[src/rtl/msr_pkg.sv]
package msr_pkg;
   localparam int unsigned MSR_LINES_DEF  = 4;
   localparam int unsigned MSR_SYNC_DEF   = 2;

   typedef enum logic {
      EDGE_ANY   = 1'b0,
      EDGE_TRAIL = 1'b1
   } edge_mode_e;
endpackage

[src/rtl/msr_line_sync.sv]
module msr_line_sync #(
   parameter int unsigned WIDTH  = 4,
   parameter int unsigned STAGES = 2
) (
   input  logic             clk,
   input  logic             rst_n,
   input  logic [WIDTH-1:0] async_i,
   output logic [WIDTH-1:0] sync_o
);
   localparam int unsigned LAST = STAGES - 1;

   logic [WIDTH-1:0] stage_q [STAGES];

   generate
      if (STAGES < 2) begin : g_bad_stages
         $error("msr_line_sync: STAGES must be at least 2");
      end
      if (WIDTH < 1) begin : g_bad_width
         $error("msr_line_sync: WIDTH must be at least 1");
      end
   endgenerate

   always_ff @(posedge clk or negedge rst_n) begin
      if (!rst_n) stage_q[0] <= '0;
      else        stage_q[0] <= async_i;
   end

   generate
      for (genvar s = 1; s < STAGES; s++) begin : g_stage
         always_ff @(posedge clk or negedge rst_n) begin
            if (!rst_n) stage_q[s] <= '0;
            else        stage_q[s] <= stage_q[s-1];
         end
      end
   endgenerate

   assign sync_o = stage_q[LAST];
endmodule

[src/rtl/msr_change_flag.sv]
module msr_change_flag
   import msr_pkg::*;
#(
   parameter edge_mode_e MODE = EDGE_ANY
) (
   input  logic clk,
   input  logic rst_n,
   input  logic lvl_i,
   input  logic rd_i,
   output logic flag_o
);
   logic prev_q;
   logic flag_q;
   logic evt;

   always_ff @(posedge clk or negedge rst_n) begin
      if (!rst_n) prev_q <= 1'b0;
      else        prev_q <= lvl_i;
   end

   generate
      if (MODE == EDGE_TRAIL) begin : g_trail
         assign evt = prev_q & ~lvl_i;
         AST_TRAIL_ONLY: assert property (@(posedge clk) disable iff (!rst_n)
            $rose(flag_q) |-> $past(prev_q && !lvl_i));
      end else begin : g_any
         assign evt = prev_q ^ lvl_i;
      end
   endgenerate

   always_ff @(posedge clk or negedge rst_n) begin
      if (!rst_n)    flag_q <= 1'b0;
      else if (evt)  flag_q <= 1'b1;
      else if (rd_i) flag_q <= 1'b0;
   end

   assign flag_o = flag_q;

   AST_EVENT_SETS: assert property (@(posedge clk) disable iff (!rst_n)
      evt |=> flag_q);
   AST_READ_CLEARS: assert property (@(posedge clk) disable iff (!rst_n)
      (rd_i && !evt) |=> !flag_q);
   AST_FLAG_STICKY: assert property (@(posedge clk) disable iff (!rst_n)
      (flag_q && !rd_i) |=> flag_q);
endmodule

[src/rtl/modem_status_monitor.sv]
module modem_status_monitor
   import msr_pkg::*;
#(
   parameter int unsigned           N_LINES     = MSR_LINES_DEF,
   parameter int unsigned           SYNC_STAGES = MSR_SYNC_DEF,
   parameter logic [N_LINES-1:0]    TRAIL_MASK  = 4'b1000
) (
   input  logic                   clk,
   input  logic                   rst_n,
   input  logic [N_LINES-1:0]     line_in,
   input  logic                   rd_i,
   input  logic                   irq_en_i,
   output logic [2*N_LINES-1:0]   status_o,
   output logic                   irq_o
);
   localparam int unsigned SW = 2 * N_LINES;

   logic [N_LINES-1:0] level;
   logic [N_LINES-1:0] flags;

   generate
      if (N_LINES < 1 || N_LINES > 8) begin : g_bad_lines
         $error("modem_status_monitor: N_LINES must be 1..8");
      end
      if (SYNC_STAGES < 2) begin : g_bad_sync
         $error("modem_status_monitor: SYNC_STAGES must be at least 2");
      end
   endgenerate

   msr_line_sync #(
      .WIDTH  (N_LINES),
      .STAGES (SYNC_STAGES)
   ) u_sync (
      .clk     (clk),
      .rst_n   (rst_n),
      .async_i (line_in),
      .sync_o  (level)
   );

   generate
      for (genvar g = 0; g < N_LINES; g++) begin : g_line
         localparam edge_mode_e LMODE = TRAIL_MASK[g] ? EDGE_TRAIL : EDGE_ANY;
         msr_change_flag #(.MODE(LMODE)) u_flag (
            .clk    (clk),
            .rst_n  (rst_n),
            .lvl_i  (level[g]),
            .rd_i   (rd_i),
            .flag_o (flags[g])
         );
      end
   endgenerate

   assign status_o = {level, flags};
   assign irq_o    = irq_en_i & (|flags);

   AST_IRQ_NEEDS_EN: assert property (@(posedge clk) disable iff (!rst_n)
      !irq_en_i |-> !irq_o);
   AST_IRQ_NEEDS_FLAG: assert property (@(posedge clk) disable iff (!rst_n)
      irq_o |-> (status_o[N_LINES-1:0] != '0));
   AST_FLAGS_SET_IRQ: assert property (@(posedge clk) disable iff (!rst_n)
      (irq_en_i && status_o[N_LINES-1:0] != '0) |-> irq_o);
   AST_LEVEL_SYNC: assert property (@(posedge clk) disable iff (!rst_n)
      status_o[SW-1:N_LINES] == $past(u_sync.stage_q[SYNC_STAGES-2]));
endmodule

[config.mk]
export PLATFORM = sky130hd
export DESIGN_NAME = modem_status_monitor
export DESIGN_NICKNAME = d
export VERILOG_FILES = /design/src/rtl/msr_pkg.sv /design/src/rtl/msr_line_sync.sv /design/src/rtl/msr_change_flag.sv /design/src/rtl/modem_status_monitor.sv
export SDC_FILE = /design/constraint.sdc
export NUM_CORES = 1
export LEC_CHECK = 0
export ABC_AREA = 1
export BUFFER_PORTS_ARGS = -buffer_cell sky130_fd_sc_hd__buf_4
export CAP_MARGIN = 5
export CORE_AREA = 2 2 39 41
export DETAILED_ROUTE_END_ITERATION = 10
export DIE_AREA = 0 0 41 43
export GPL_ROUTABILITY_DRIVEN = 0
export PLACE_DENSITY = 0.77
export SLEW_MARGIN = 20
export SYNTH_ARGS = -nofsm -noshare
export SYNTH_HDL_FRONTEND = slang
export SYNTH_SLANG_ARGS = --single-unit
export TNS_END_PERCENT = 10
[constraint.sdc]
create_clock -name clk -period 1.8 [get_ports clk]
set_input_delay 0.27 -clock clk [delete_from_list [all_inputs] [get_ports clk]]
set_output_delay 0.27 -clock clk [all_outputs]
set_load 0.005 [all_outputs]
==> summary.txt, run 1 <==
Setup Skew -> 0.00708 ns
Remaining Overflow, GRT -> 0
Clock Pin Slew Worst Setup and Hold Paths -> 0.09 ns
commonest non-fill, non-tap cells in the layout -> dfrtp_1 (16), buf_4 (16), nand2_1 (10)
status -> finished, final reports clean
Synthesis Warnings -> 0
layout cells sized above 1 -> 0.317
Placement Setup Slack -> 0.844 ns
critical path peak fanout -> 3
first-pass GRT wire length -> 1240 µm
Synth area leader -> dfrtp_1
sw frac -> 0.204
row cnt -> 14
clock group share of total power -> 0.330
Max-slew headroom -> 0.871
Mapped Nets -> 58
Crit path largest cell delay -> 0.40 ns
post-synthesis sequential area ratio -> 0.710
cells after synthesis -> 50
top post-synthesis cells by area -> dfrtp_1 (71%), buf_4 (11%), nand2_1 (6.7%)
Worst path slowest cell -> dfrtp_1
Routed WL -> 694 µm
count of final hold-check violations -> 0
Worst Path Class, Setup -> reg -> out
Max-cap violations -> 0
Cell Area, Synth -> 564 µm²
Power, Total -> 0.000678 W
Root Buffer -> clkbuf_4
worst min path class -> in -> reg
vias per cell -> 4.25
worst slew pin tran -> 0.193 ns
Sink Count -> 16
Distinct cells, synth -> 8
drt pass-1 iters -> 2
WP data arrival -> 0.99 ns
initial antenna violation count -> 0
Comb power frac -> 0.089
sequential power share -> 0.582
Synth top area share -> 0.710
routed len/inst -> 8.78 µm
fin crit period -> 1.26 ns
CTS tree -> done
H-tree Lvls -> 1
number of diodes -> 0
core area -> 1380 µm²
synthesis-stage register bit count -> 16
cell-internal power -> 0.000540 W
chip width -> 41 µm
Area Overhead vs Synth -> 22.4%
RSZ-0062 raised after global routing -> false
Fmax achieved -> 795 MHz
Die ar. -> 1760 µm²
PortBufs -> 16
Placement Cell Area -> 644 µm²
final max-slew violation count -> 0
Setup WS post-layout -> 0.542 ns
worst ir drop on vdd -> 0.515 mV
vias in the first global route -> 325
Inserted Clock Buffers -> 3
ANT nets after route -> 0
Critical Path, Cell by Cell -> nor2_1, a21oi_1, buf_4
top-level I/O count -> 17
Vias -> 336
Req. time, crit path -> 1.53 ns
Total Neg Setup Slack -> 0 ns
final setup violation count -> 0
CP endpoint kind -> primary output
Tcrit/Tclk final -> 0.699
DRC viols -> 0
gr usage total -> 0.111
largest net degree at the start of global routing -> 17
buffers inserted by post-CTS timing repair -> 0
fin nets -> 72
final non-filler cell area -> 691 µm²
clk_lat worst skew -> 0.27 ns
Mean Syn Cell Area -> 11.3 µm²
Switch Pwr -> 0.000138 W
CTS resizes -> 0
1st-iter DRT viols -> 1
Die Ht -> 43 µm
DP HPWL -> 536 µm
Initial Util -> 0.408
CTS max path bufs -> 2
leakage power -> 0.373 nW
CP Launch Type -> register
Cell Pwr Density -> 982 nW/µm²
## final cells by class
class / count / area, µm²
Clock buffer: 4 / 36.3
Fill cell: 136 / 693
Inverter: 9 / 33.8
Multi-Input combinational cell: 17 / 70.1
Sequential cell: 16 / 400
Tap cell: 16 / 20.0
Timing Repair Buffer: 17 / 130
## timing repair
item / in CTS / in global routing
hold buffers: 1 / 0
endpoints found under the setup margin: 0 / 0
hold endpoints to repair: 16 / 0
## cells by family (layout without fill, tap and decap cells)
group,count (synthesis),after routing,synth area share
buffers and inverters,17,30,0.166
and+or+nand+nor,15,15,0.106
DFF,16,16,0.710
AOI/OAI and AO/OA,2,2,0.0177
## per-layer routing
layer / vias up / track usage / routed length [µm]
met5: - / 0 / 0
met2: 15 / 0.141 / 324
met4: 0 / 0.0600 / 0
met3: 0 / 0.0471 / 70
li1: 165 / - / -
met1: 156 / 0.157 / 299
## cells in the mapped netlist
library cell	number
nand3_1	3
a21oi_1	1
o21ai_0	1
inv_1	9
nor2_1	2
nand2_1	10
buf_4	8
dfrtp_1	16
## metrics by stage
stage | cells | util | hold slack (ns)
floorplan | 50 | - | -0.0256
global placement | 74 | 0.466 | 0.131
detailed placement | 74 | 0.466 | 0.134
CTS | 79 | 0.499 | 0.0906
global route | 79 | 0.499 | 0.0691
finish | 79 | 0.499 | 0.0955
## critical path, delay by kind of cell (launching register included)
| family | cells | cell delay [ns] |
|---|---|---|
| flip-flops | 1 | 0.40 |
| buffers and inverters | 1 | 0.13 |
| AND/OR/NAND/NOR | 1 | 0.11 |
| AO/OA/AOI/OAI | 1 | 0.07 |
## path summary, 6_finish.rpt
kind                                            to  slack [ns]  cells past startpoint                    start
min in group asynchronous  g_line[2].u_flag.prev_q        0.37                      2                    rst_n
max reg2reg                g_line[1].u_flag.flag_o        1.13                      3         u_sync.sync_o[1]
max in group asynchronous        u_sync.stage_q[7]        1.26                      2                    rst_n
min reg2reg                       u_sync.sync_o[0]        0.35                      0        u_sync.stage_q[4]
min                              u_sync.stage_q[5]         0.1                      1               line_in[1]
max                                          irq_o        0.54                      3  g_line[1].u_flag.flag_o
## state kept, by name, indices dropped and copies added, names as in the netlist
signal / count
g_line.u_flag.flag_o: 4
g_line.u_flag.prev_q: 4
u_sync.stage_q: 4
u_sync.sync_o: 4
## power groups by stage
stage | Sequential [W] | Combinational [W] | Clock [W]
after floorplan | 0.000399 | 0.0000359 | 0
after global placement | 0.000401 | 0.0000583 | 0
after detailed placement | 0.000402 | 0.0000603 | 0
after CTS | 0.000395 | 0.0000622 | 0.000231
after global routing | 0.000398 | 0.0000698 | 0.000254
final | 0.000394 | 0.0000603 | 0.000224
(Power assumes the default switching activity.)
==> inputs of run 2 (changes only) <==
- CORE_AREA: 2 2 39 41 -> 2 2 40 42
- DIE_AREA: 0 0 41 43 -> 0 0 42 44
- PLACE_DENSITY: 0.77 -> 0.76
- clock period: 1.8 -> 1.1 ns (I/O delays scaled with it)
==> run 2 against run 1 <==
Compared with the run above: the run now ends with negative setup slack left; largest cell class unchanged; clock power is 26% higher; critical path depth stayed put; sequential share of layout area is 4.5 points lower; cell count is 8.9% higher; global-route usage is 0.86 points lower; first-iteration DRC count grew to 6.0 times the previous value; via count is 9.8% higher; flip-flop and latch count stayed put; total power is 56% higher; hold slack better by 0.097 ns.
==> summary.txt, run 2 (synthesis gave the netlist of run 1 again) <==
WP data arrival -> 0.96 ns (was 0.99 ns)
core area -> 1420 µm² (was 1380 µm²)
Vias -> 369 (was 336)
Power, Total -> 0.00106 W (was 0.000678 W)
Max-cap violations -> 0 (unchanged)
Sink Count -> 16 (unchanged)
Tcrit/Tclk final -> 1.02
fin crit period -> 1.13 ns
area occupied by multi-input gates -> 72.6 µm² (was 70.1 µm²)
Critical Path, Cell by Cell -> nor2_2, a21oi_1, buf_4 (was nor2_1, a21oi_1, buf_4)
drt pass-1 iters -> 4 (was 2)
CP endpoint kind -> primary output (unchanged)
count of final hold-check violations -> 0 (unchanged)
DP HPWL -> 525 µm (was 536 µm)
largest net degree at the start of global routing -> 17 (unchanged)
Die Ht -> 44 µm (was 43 µm)
Setup Skew -> 0.000583 ns (was 0.00708 ns)
first-pass GRT wire length -> 1350 µm (was 1240 µm)
commonest non-fill, non-tap cell in the layout -> buf_4
number of diodes -> 0 (unchanged)
critical path peak fanout -> 2 (was 3)
Worst Path Class, Setup -> reg -> out (unchanged)
Setup WS post-layout -> -0.0252 ns (was 0.542 ns)
FF+latch area -> 400 µm² (unchanged)
worst slew pin tran -> 0.195 ns (was 0.193 ns)
Area Overhead vs Synth -> 32.8% (was 22.4%)
worst min path class -> in -> reg (unchanged)
commonest non-fill, non-tap cells in the layout -> buf_4 (20), dfrtp_1 (16), nand2_1 (10) (was dfrtp_1 (16), buf_4 (16), nand2_1 (10))
routed len/inst -> 8.98 µm (was 8.78 µm)
status -> finished, violations left (was finished, final reports clean)
CTS max path bufs -> 2 (unchanged)
ANT nets after route -> 0 (unchanged)
chip width -> 42 µm (was 41 µm)
initial antenna violation count -> 0 (unchanged)
final non-filler cell area -> 749 µm² (was 691 µm²)
Crit path largest cell delay -> 0.39 ns (was 0.40 ns)
Filler Cell Count -> 133 (was 136)
Req. time, crit path -> 0.94 ns (was 1.53 ns)
CTS tree -> done (unchanged)
CP Launch Type -> register (unchanged)
Remaining Overflow, GRT -> 0 (unchanged)
final max-slew violation count -> 0 (unchanged)
Cell Pwr Density -> 1410 nW/µm² (was 982 nW/µm²)
fin nets -> 80 (was 72)
Clock Pin Slew Worst Setup and Hold Paths -> 0.08 ns (was 0.09 ns)
RSZ-0062 raised after global routing -> true (was false)
top-level I/O count -> 17 (unchanged)
final setup violation count -> 1 (was 0)
Max-slew headroom -> 0.870 (was 0.871)
Fmax achieved -> 889 MHz
layout cells sized above 1 -> 0.343 (was 0.317)
1st-iter DRT viols -> 6 (was 1)
Routed WL -> 772 µm (was 694 µm)
gr usage total -> 0.102 (was 0.111)
Initial Util -> 0.398 (was 0.408)
PortBufs -> 16 (unchanged)
leakage power -> 0.401 nW (was 0.373 nW)
DRC viols -> 0 (unchanged)
Hold WS -> 0.192 ns (was 0.0955 ns)
Worst path slowest cell -> dfrtp_1 (unchanged)
Root Buffer -> clkbuf_4 (unchanged)
Die ar. -> 1850 µm² (was 1760 µm²)
Inserted Clock Buffers -> 3 (unchanged)
clk_lat worst skew -> 0.27 ns (about the same)
failing checks -> negative setup slack
row cnt -> 14 (unchanged)
vias in the first global route -> 345 (was 325)
vias per cell -> 4.29 (was 4.25)
Placement Setup Slack -> 0.255 ns (was 0.844 ns)
Placement Cell Area -> 644 µm² (unchanged)
H-tree Lvls -> 1 (unchanged)
worst ir drop on vdd -> 0.627 mV (was 0.515 mV)
## run 2: worst paths after layout
path / start / to / cells past startpoint / slack (ns)
hold reg to reg: u_sync.stage_q[5] / u_sync.sync_o[1] / 0 / 0.35
setup reg to reg: g_line[0].u_flag.flag_o / g_line[0].u_flag.flag_o / 3 / 0.32
min in group asynchronous: rst_n / u_sync.stage_q[6] / 2 / 0.28
hold / removal: rd_i / g_line[3].u_flag.flag_o / 4 / 0.19
max in group asynchronous: rst_n / u_sync.sync_o[0] / 2 / 0.65
setup / recovery: g_line[3].u_flag.flag_o / irq_o / 3 / -0.03
## run 2: stage by stage
stage / setup TNS, ns / util / std cells
global placement: 0 / 0.454 / 74
detailed placement: 0 / 0.454 / 74
CTS: -0.0378 / 0.526 / 86
global route: -0.239 / 0.528 / 86
floorplan: 0 / - / 50
finish: -0.0252 / 0.528 / 86
## run 2: area by class of cell
type                       instances  share of cell area
multi-input combinational         17              0.0968
sequential                        16               0.534
timing repair buffer              25               0.267
clock buffer                       3              0.0301
inverter                           9              0.0451
tap                               16              0.0267
## run 2: report_power, final
part	internal [W]	total (W)	switching, W
logic	0.0000846	0.000134	0.0000494
registers	0.000624	0.000643	0.0000195
clock network	0.000127	0.000282	0.000156
## run 2: what timing repair did
| action | in CTS | in global routing |
|---|---|---|
| setup endpoints to repair | 1 | 5 |
| setup buffers | 4 | 0 |
| resized for setup | 0 | 1 |
| pin swaps | 2 | 0 |
| endpoints found under the hold margin | 20 | 0 |
| hold buffers | 5 | 0 |
## run 2: worst max-delay path, delay by kind of cell, from the launching register on
| family | cells | cell delay, ns |
|---|---|---|
| buf+inv | 1 | 0.13 |
| flops | 1 | 0.39 |
| compound gates | 1 | 0.06 |
| simple gates | 1 | 0.11 |
## run 2: layer usage
metal,vias up,part of all wire,track usage
met5,-,0,0
met4,0,0,0.0581
met3,0,0.066,0.0375
met2,15,0.47,0.144
met1,173,0.46,0.137
li1,181,-,-
==> inputs of run 3 (changes only) <==
==> constraint.sdc (replaced) <==
create_clock -name clk -period 1.1 [get_ports clk]
set_input_delay 0.22 -clock clk [delete_from_list [all_inputs] [get_ports clk]]
set_output_delay 0.22 -clock clk [all_outputs]
set_load 0.005 [all_outputs]
==> run 3 against run 2 <==
Compared with the run above: the flow still finishes with violations (negative setup slack); total power decreased by 1.0%; first-iteration DRC count unchanged; cell count decreased by 4.7%; via count decreased by 4.1%; maximum frequency decreased by 4.7%; flip-flop and latch count unchanged; sequential share of layout area increased by 3.0 points; global-route usage decreased by 0.45 points; utilization decreased by 2.8 points; die area unchanged; worst setup slack got worse by 0.055 ns.
==> summary.txt, run 3 (synthesis gave the netlist of run 1 again) <==
leakage power -> 0.385 nW (was 0.401 nW)
Clock Pin Slew Worst Setup and Hold Paths -> 0.08 ns (about the same)
gr usage total -> 0.0977 (was 0.102)
row cnt -> 14 (unchanged)
RSZ-0062 raised after global routing -> true (unchanged)
Die ar. -> 1850 µm² (unchanged)
fin crit period -> 1.18 ns (was 1.13 ns)
Vias -> 354 (was 369)
capturing point of the worst reg2reg path -> g_line[0].u_flag.flag_o (unchanged)
Placement Setup Slack -> 0.200 ns (was 0.255 ns)
Hold WS -> 0.0491 ns (was 0.192 ns)
top-level I/O count -> 17 (unchanged)
core area -> 1420 µm² (unchanged)
status -> finished, violations left (unchanged)
Req. time, crit path -> 0.88 ns (was 0.94 ns)
Cell Pwr Density -> 1480 nW/µm² (was 1410 nW/µm²)
commonest non-fill, non-tap cell in the layout -> buf_4 (unchanged)
Max-slew headroom -> 0.871 (was 0.870)
vias per cell -> 4.32 (was 4.29)
critical path peak fanout -> 2 (unchanged)
Max-cap violations -> 0 (unchanged)
Routed WL -> 757 µm (was 772 µm)
commonest non-fill, non-tap cells in the layout -> buf_4 (20), dfrtp_1 (16), nand2_1 (10) (unchanged)
H-tree Lvls -> 1 (unchanged)
count of final hold-check violations -> 0 (unchanged)
worst ir drop on vdd -> 0.611 mV (was 0.627 mV)
routed len/inst -> 9.23 µm (was 8.98 µm)
layout cells sized above 1 -> 0.364 (was 0.343)
vias in the first global route -> 318 (was 345)
worst slew pin tran -> 0.194 ns (was 0.195 ns)
initial antenna violation count -> 0 (unchanged)
hold depth -> 1 (was 4)
CP Launch Type -> register (unchanged)
Die Ht -> 44 µm (unchanged)
worst r2r path cells -> 3 (unchanged)
1st-iter DRT viols -> 6 (unchanged)
fin nets -> 76 (was 80)
DP HPWL -> 525 µm (unchanged)
Sink Count -> 16 (unchanged)
chip width -> 42 µm (unchanged)
WP data arrival -> 0.96 ns (about the same)
Remaining Overflow, GRT -> 0 (unchanged)
CTS max path bufs -> 2 (unchanged)
PortBufs -> 16 (unchanged)
hold_sp -> line_in[1] (was rd_i)
first-pass GRT wire length -> 1280 µm (was 1350 µm)
Fmax achieved -> 847 MHz (was 889 MHz)
Tcrit/Tclk final -> 1.07 (was 1.02)
Filler Cell Count -> 137 (was 133)
Root Buffer -> clkbuf_4 (unchanged)
WHS Endpoint -> u_sync.stage_q[5] (was g_line[3].u_flag.flag_o)
final setup violation count -> 5 (was 1)
ANT nets after route -> 0 (unchanged)
DRC viols -> 0 (unchanged)
failing checks -> negative setup slack (unchanged)
flop2flop setup slack -> 0.32 ns (about the same)
Inserted Clock Buffers -> 3 (unchanged)
CP endpoint kind -> primary output (unchanged)
Initial Util -> 0.398 (unchanged)
CTS tree -> done (unchanged)
Worst Path Class, Setup -> reg -> out (unchanged)
final max-slew violation count -> 0 (unchanged)
number of diodes -> 0 (unchanged)
Setup WS post-layout -> -0.0802 ns (was -0.0252 ns)
largest net degree at the start of global routing -> 17 (unchanged)
Area Overhead vs Synth -> 25.7% (was 32.8%)
clk_lat worst skew -> 0.27 ns (about the same)
worst min path class -> in -> reg (unchanged)
Setup Skew -> 0.000585 ns (was 0.000583 ns)
worst r2r src -> g_line[0].u_flag.flag_o (unchanged)
drt pass-1 iters -> 4 (unchanged)
==> run 3: changes by cell type in the layout (fill, tap and decap cells not counted) <==
| cell | before | now |
|---|---|---|
| dlygate4sd3_1 | 5 | 1 |
==> run 3: layout make-up <==
cell class	count	area [µm²]	area share
clock buffer	3	22.5	0.0317
sequential	16	400	0.564
multi-input combinational	17	72.6	0.102
tap	16	20.0	0.0282
inverter	9	33.8	0.0476
timing repair buffer	21	160	0.226
==> run 3: metal layers <==
metal,vias to the layer above,part of all wire,track usage
li1,173,-,-
met1,166,0.45,0.134
met2,15,0.47,0.131
met3,0,0.078,0.0375
met4,0,0,0.0581
met5,-,0,0
==> run 3: power breakdown <==
part / switching, W / leakage, nW / internal, W
Combinational: 0.0000474 / 0.186 / 0.0000754
Sequential: 0.0000195 / 0.185 / 0.000624
Clock: 0.000156 / 0.0138 / 0.000127
==> run 3: how the worst max path moves through the flow <==
| stage | startpoint | to | slack, ns |
|---|---|---|---|
| CTS | g_line[3].u_flag.flag_o | irq_o | -0.09 |
| global route | g_line[1].u_flag.flag_o | irq_o | -0.17 |
| global placement | g_line[1].u_flag.flag_o | irq_o | 0.22 |
| finish | g_line[3].u_flag.flag_o | irq_o | -0.08 |
| floorplan | g_line[1].u_flag.flag_o | irq_o | 0.34 |
| detailed placement | g_line[0].u_flag.flag_o | irq_o | 0.20 |
==> run 3: what timing repair did <==
| item | 4_1_cts | 5_1_grt |
|---|---|---|
| hold buffers | 1 | 0 |
| gates resized for setup | 0 | 1 |
| buffers inserted | 4 | 0 |
| endpoints found under the hold margin | 16 | 0 |
| setup endpoints to repair | 1 | 5 |
| pin swaps | 2 | 0 |
==> run 3: worst max-delay path, cell delays in order, from the launching register on <==
cell	delay, ns
dfrtp_1	0.39
nor2_2	0.11
a21oi_1	0.06
buf_4	0.13
==> run 3: metrics by stage <==
stage / power, W / util / TNS, ns / instance area [µm²] / std cells
5_1_grt: 0.00112 / 0.500 / -0.514 / 709 / 82
4_1_cts: 0.00107 / 0.498 / -0.289 / 707 / 82
6_report: 0.00105 / 0.500 / -0.228 / 709 / 82
3_5_place_dp: 0.000756 / 0.454 / 0 / 644 / 74
3_3_place_gp: 0.000751 / 0.454 / 0 / 644 / 74
2_1_floorplan: 0.000712 / - / 0 / 564 / 50
